--- config.mk ---
export PLATFORM = sky130hd
export DESIGN_NAME = uart_regs_front
export DESIGN_NICKNAME = d
export VERILOG_FILES = /design/src/rtl/uart_regs_front.sv
export SDC_FILE = /design/constraint.sdc
export NUM_CORES = 1
export LEC_CHECK = 0
export BUFFER_PORTS_ARGS = -buffer_cell sky130_fd_sc_hd__buf_2
export CAP_MARGIN = 20
export CORE_UTILIZATION = 42
export DETAILED_ROUTE_END_ITERATION = 8
export MAX_ROUTING_LAYER = met4
export PLACE_DENSITY = 0.65
export SYNTH_ARGS = -nofsm -noshare
export SYNTH_HDL_FRONTEND = slang
export SYNTH_SLANG_ARGS = --single-unit
--- constraint.sdc ---
create_clock -name clk -period 2.1 [get_ports clk]
set_input_delay 0.315 -clock clk [delete_from_list [all_inputs] [get_ports clk]]
set_output_delay 0.315 -clock clk [all_outputs]
set_load 0.02 [all_outputs]
--- src/rtl/uart_regs_front.sv ---
module uart_regs_front #(
  parameter int ADDR_W = 6,
  parameter int STRIDE = 4,
  parameter bit FIFO_MODE = 1'b1,
  parameter logic [15:0] DIV_RESET = 16'd12
) (
  input  logic              clk,
  input  logic              rst_n,
  input  logic              bus_sel,
  input  logic              bus_wr,
  input  logic [ADDR_W-1:0] bus_addr,
  input  logic [7:0]        bus_wdata,
  output logic [7:0]        bus_rdata,
  input  logic              rx_valid,
  input  logic [7:0]        rx_data,
  output logic              rx_ready,
  output logic              tx_valid,
  output logic [7:0]        tx_data,
  output logic              irq,
  output logic [15:0]       divisor,
  output logic [3:0]        data_bits,
  output logic [1:0]        stop_mode,
  output logic [2:0]        parity_mode,
  output logic              break_req
);

  localparam int NREG = 8;

  logic [ADDR_W-1:0] ofs;
  logic [2:0] idx;
  logic hit, wr_en, rd_en;
  logic [7:0] lcr_q, mcr_q, ier_q, fcr_q, scr_q;
  logic thr_pend, lb_valid;
  logic [7:0] lb_data;
  logic dlab, loopback, rx_avail, pending;
  logic data_wr, data_rd, ier_wr, iir_rd;
  logic [7:0] rx_byte, iir, lsr;

  assign ofs   = ADDR_W'(bus_addr / ADDR_W'(STRIDE));
  assign idx   = ofs[2:0];
  assign hit   = bus_sel && (ofs < ADDR_W'(NREG));
  assign wr_en = hit && bus_wr;
  assign rd_en = hit && !bus_wr;

  assign dlab     = lcr_q[7];
  assign loopback = mcr_q[4];
  assign rx_avail = lb_valid || rx_valid;
  assign rx_byte  = lb_valid ? lb_data : (rx_valid ? rx_data : 8'h00);
  assign pending  = (ier_q[1] && thr_pend) || (ier_q[0] && rx_avail);
  assign irq      = pending && mcr_q[3];

  assign data_wr = wr_en && idx == 3'd0 && !dlab;
  assign data_rd = rd_en && idx == 3'd0 && !dlab;
  assign ier_wr  = wr_en && idx == 3'd1 && !dlab;
  assign iir_rd  = rd_en && idx == 3'd2;
  assign rx_ready = data_rd && !lb_valid && rx_valid;

  assign iir = {(FIFO_MODE ? fcr_q[2:1] : 2'b00), 3'b000, rx_avail, thr_pend, !pending};
  assign lsr = {1'b0, 1'b1, 1'b1, 4'b0000, rx_avail};

  always_comb begin
    bus_rdata = 8'h00;
    if (rd_en) begin
      case (idx)
        3'd0: bus_rdata = dlab ? divisor[7:0] : rx_byte;
        3'd1: bus_rdata = dlab ? divisor[15:8] : ier_q;
        3'd2: bus_rdata = iir;
        3'd3: bus_rdata = lcr_q;
        3'd4: bus_rdata = mcr_q;
        3'd5: bus_rdata = lsr;
        3'd6: bus_rdata = 8'hB0;
        default: bus_rdata = scr_q;
      endcase
    end
  end

  always_ff @(posedge clk or negedge rst_n) begin
    if (!rst_n) begin
      divisor <= DIV_RESET;
      lcr_q   <= 8'h03;
      mcr_q   <= 8'h00;
      ier_q   <= 8'h00;
      fcr_q   <= 8'h00;
      scr_q   <= 8'h00;
    end else if (wr_en) begin
      case (idx)
        3'd0: if (dlab) divisor[7:0] <= bus_wdata;
        3'd1: if (dlab) divisor[15:8] <= bus_wdata; else ier_q <= bus_wdata;
        3'd2: fcr_q <= bus_wdata;
        3'd3: lcr_q <= bus_wdata;
        3'd4: mcr_q <= bus_wdata;
        3'd7: scr_q <= bus_wdata;
        default: ;
      endcase
    end
  end

  always_ff @(posedge clk or negedge rst_n) begin
    if (!rst_n) begin
      thr_pend <= 1'b0;
      lb_valid <= 1'b0;
      lb_data  <= 8'h00;
      tx_valid <= 1'b0;
      tx_data  <= 8'h00;
    end else begin
      tx_valid <= data_wr && !loopback;
      if (data_wr && !loopback) tx_data <= bus_wdata;
      if (data_wr && loopback) begin
        lb_valid <= 1'b1;
        lb_data  <= bus_wdata;
      end else if (data_rd) begin
        lb_valid <= 1'b0;
      end
      if (data_wr || (ier_wr && !ier_q[1] && bus_wdata[1])) thr_pend <= 1'b1;
      else if (iir_rd) thr_pend <= 1'b0;
    end
  end

  always_comb begin
    data_bits = 4'd5 + {2'b00, lcr_q[1:0]};
    if (!lcr_q[2]) stop_mode = 2'd0;
    else if (lcr_q[1:0] == 2'b00) stop_mode = 2'd1;
    else stop_mode = 2'd2;
    case (lcr_q[5:3])
      3'd0: parity_mode = 3'd0;
      3'd1: parity_mode = 3'd1;
      3'd3: parity_mode = 3'd2;
      3'd5: parity_mode = 3'd3;
      3'd7: parity_mode = 3'd4;
      default: parity_mode = 3'd7;
    endcase
  end
  assign break_req = lcr_q[6];

  // a data-offset write under divisor access never transmits
  a_r3_dlab_no_tx: assert property (@(posedge clk) disable iff (!rst_n)
    (wr_en && idx == 3'd0 && dlab) |=> !tx_valid);

  // divisor changes only through divisor-access writes
  a_r3_div_stable: assert property (@(posedge clk) disable iff (!rst_n)
    !(wr_en && dlab && (idx == 3'd0 || idx == 3'd1)) |=> $stable(divisor));

  // any data write leaves transmit-ready pending
  a_r7_pend_set: assert property (@(posedge clk) disable iff (!rst_n)
    data_wr |=> thr_pend);

  // loopback writes go to the receive side, not the transmitter
  a_r8_loop: assert property (@(posedge clk) disable iff (!rst_n)
    (data_wr && loopback) |=> (!tx_valid && lb_valid));

  // request rises only with the modem-control gate open
  a_r10_gate: assert property (@(posedge clk) disable iff (!rst_n)
    $rose(irq) |-> mcr_q[3]);

  // stream byte is never taken while a loopback byte is held
  a_r12_lb_first: assert property (@(posedge clk) disable iff (!rst_n)
    lb_valid |-> !rx_ready);

endmodule

==> out/metrics.cfg <==
[die]
core_um2=7807
io_pins=72
die_width_um=92.27
fp.dieH_um=92.27
fp.dieArea_um2=8513
initial_core_util_pct=43.83
row_count=32

[sta]
final.period_utilization_pct=104.1
finalCriticalPeriod_ns=2.187
rsz0062_at_grt=true
clock.fmax_ghz=0.4574
maxSlewHeadroom_pct=67.96
worstMarginPinSlew_ns=0.4792
finalSetupViolations=6
holdWs_ns=0.2589
setup_tns_ns=-0.1785
setup_slack_ns=-0.08650
drv_slew=0
hold_viol=0
skew_ns=0.009735

[synthesis]
yosys-top-cells-count=mux2_2, dfrtp_1, o21ai_0
yosysWarnings=0
yosys.cell_count.top_type=mux2_2
ys_seq_elements=69
avgSynthCellArea_um2=11.84
synth_area_um2=3422
netlist_top_cells_area=dfrtp_1, mux2_2, dfstp_2
synth_edf_count=0
yosysTopAreaCell=dfrtp_1
ys_async_sr_fraction_pct=100.0
syn-num-nets=318
synth_flop_cell=dfrtp_1
synth.top_cell.area_share_pct=47.53
synth_cells=289
ys_types=47
seq_area_frac_synth_pct=50.60

[clock_tree]
cts.clk_slew.worst_paths_ns=0.07
numCtsBuffers=9
cts_tree=built
cts_sinks=69
clock_latency_ns=0.36
h-tree-depth=3
clockRootBuffer=clkbuf_8
clockBufferDepth=2

[drt]
via_count=2764
dr.pass1.iters=5
antenna_left=0
route.detailed.vias_per_inst=5.584
routedWlPerCell_um=17.93
drc=0
routed_wl_um=8875
drt-initial-drc-count=200

[cells_and_area]
drive_gt1_share_pct=51.40
diodes=0
final_nets=417
area_growth_pct=28.04

[global_routing]
antenna_found_initial=0
grt_first_pass_wirelength_um=14280
grtUsageTotal_pct=23.52
grt_pass1_vias=2785
gr-total-overflow=0
grt_max_degree=30

[placed_design]
gp_congestion=0.9082
port_buffers=69
dp_hpwl_um=6430

[setup_path]
path_class=reg -> out
cp.buffers_inverters=2
cpMaxStageDelayCell=dfrtp_2
cp_top_family=flip-flops
crit_top_cell=buf_6
crit_start=lcr_q[7]$_DFFE_PN0P_
required_ns=1.78
crit_arrival_ns=1.87
cp-start-kind=flop
path_max_fanout=6
slowest_delay_ns=0.47
reg2reg_from=lcr_q[7]$_DFFE_PN0P_
endpoint_kind=output port
crit_chain=buf_6, mux2i_1, or3_1, a21oi_2, o221a_2, buf_6

[pwr]
p_leak_nw=2.121
ir_drop_v=0.0004654
power_density_nw_per_um2=860.7

[status]
outcome=finished with violations
failed_checks=setup timing

[hold_path]
hold_path.class=in -> reg
hp-start=bus_wdata[0]

[job]
drv_cap=0

==> registers in the layout, indices dropped and copies added (netlist names) <==
name and count:
divisor 16, fcr_q 2, ier_q 8, lb_data 8, lb_valid 1, lcr_q 8
mcr_q 8, scr_q 8, thr_pend 1, tx_data 8, tx_valid 1
==> repair_timing <==
item | in CTS | in global routing
hold buffers | 1 | 0
pin swaps | 6 | 2
resized for setup | 20 | 6
setup buffers | 4 | 0
hold endpoints to repair | 13 | 0
setup endpoints to repair | 8 | 8
==> cells in the final DEF (no fill, tap or decap), types with 3 or more instances in the layout <==
| cell type | Yosys | routed |
|---|---|---|
| a211o_1 | 5 | 5 |
| nand3_1 | 7 | 7 |
| nor2_1 | 9 | 8 |
| buf_2 | 4 | 64 |
| nor3b_1 | 4 | 4 |
| nor3_1 | 4 | 4 |
| nand2_1 | 15 | 15 |
| buf_6 | 2 | 6 |
| mux2i_1 | 6 | 6 |
| a221oi_1 | 8 | 6 |
| a21oi_1 | 10 | 8 |
| mux2_2 | 66 | 65 |
| dfrtp_1 | 65 | 63 |
| clkbuf_8 | 0 | 9 |
| inv_1 | 11 | 11 |
| dfstp_2 | 4 | 4 |
| buf_4 | 0 | 34 |
| clkinv_2 | 0 | 3 |
| nor2b_1 | 4 | 3 |
| o21ai_0 | 17 | 16 |
==> cell type report <==
class / count / area (µm²)
clock buffers: 11 / 131.4
well taps: 102 / 127.6
inverters: 11 / 41.29
multi-input cells: 192 / 1619
flip-flops and latches: 69 / 1734
clock inverters: 5 / 75.07
fillers: 706 / 3426
repair buffers: 105 / 653.1
==> worst min-delay path, stage by stage <==
cell and delay (ns):
buf_2 0.15, nand2_1 0.06, o21ai_0 0.07
==> layer usage <==
| layer | global-route usage, % | vias up | wire, µm |
|---|---|---|---|
| met4 | 8.203 | 0 | 177 |
| met2 | 35.32 | 102 | 4278 |
| met3 | 6.965 | 19 | 449 |
| met1 | 30.35 | 1370 | 3969 |
| li1 | - | 1273 | - |
| met5 | - | - | 0 |
==> power breakdown <==
part | switching [mW] | internal [mW]
Sequential | 0.150 | 1.55
Combinational | 0.493 | 0.430
Clock | 0.487 | 0.663
==> worst paths after layout <==
kind,endpoint,slack [ns],depth (start not counted)
setup / recovery,bus_rdata[1],-0.09,6
hold / removal,lcr_q[0]$_DFFE_PN1P_,0.26,3
setup reg to reg,thr_pend$_DFFE_PN0P_,0.30,5
hold reg to reg,scr_q[6]$_DFFE_PN0P_,0.50,1
max in group asynchronous,lcr_q[1]$_DFFE_PN1P_,0.91,3
min in group asynchronous,mcr_q[0]$_DFFE_PN0P_,0.44,2
==> stage by stage <==
| step | utilization, % | setup slack, ns | instances | power [mW] | area [µm²] |
|---|---|---|---|---|---|
| 2_1_floorplan | - | 0.2306 | 289 | 2.258 | 3422 |
| 3_3_place_gp | 51.79 | 0.1111 | 474 | 2.560 | 4044 |
| 3_5_place_dp | 51.79 | 0.1144 | 474 | 2.586 | 4044 |
| 4_1_cts | 55.77 | -0.09296 | 495 | 3.788 | 4354 |
| 5_1_grt | 56.12 | -0.1739 | 495 | 3.974 | 4382 |
| 6_report | 56.12 | -0.08650 | 495 | 3.771 | 4382 |
==> kinds of logic (layout without fill, tap and decap cells) <==
group                    after synthesis  after routing  synth area share (%)
AND/OR/NAND/NOR                       57             57                 9.104
AO/OA/AOI/OAI                         60             60                 12.14
buffers and inverters                 28            132                 3.656
adder cells (fa/ha/maj)                3              3                 1.024
flip-flops                            69             69                 50.60
multiplexers                          72             72                 23.47
Note: power is estimated with default switching activity, not from simulation.
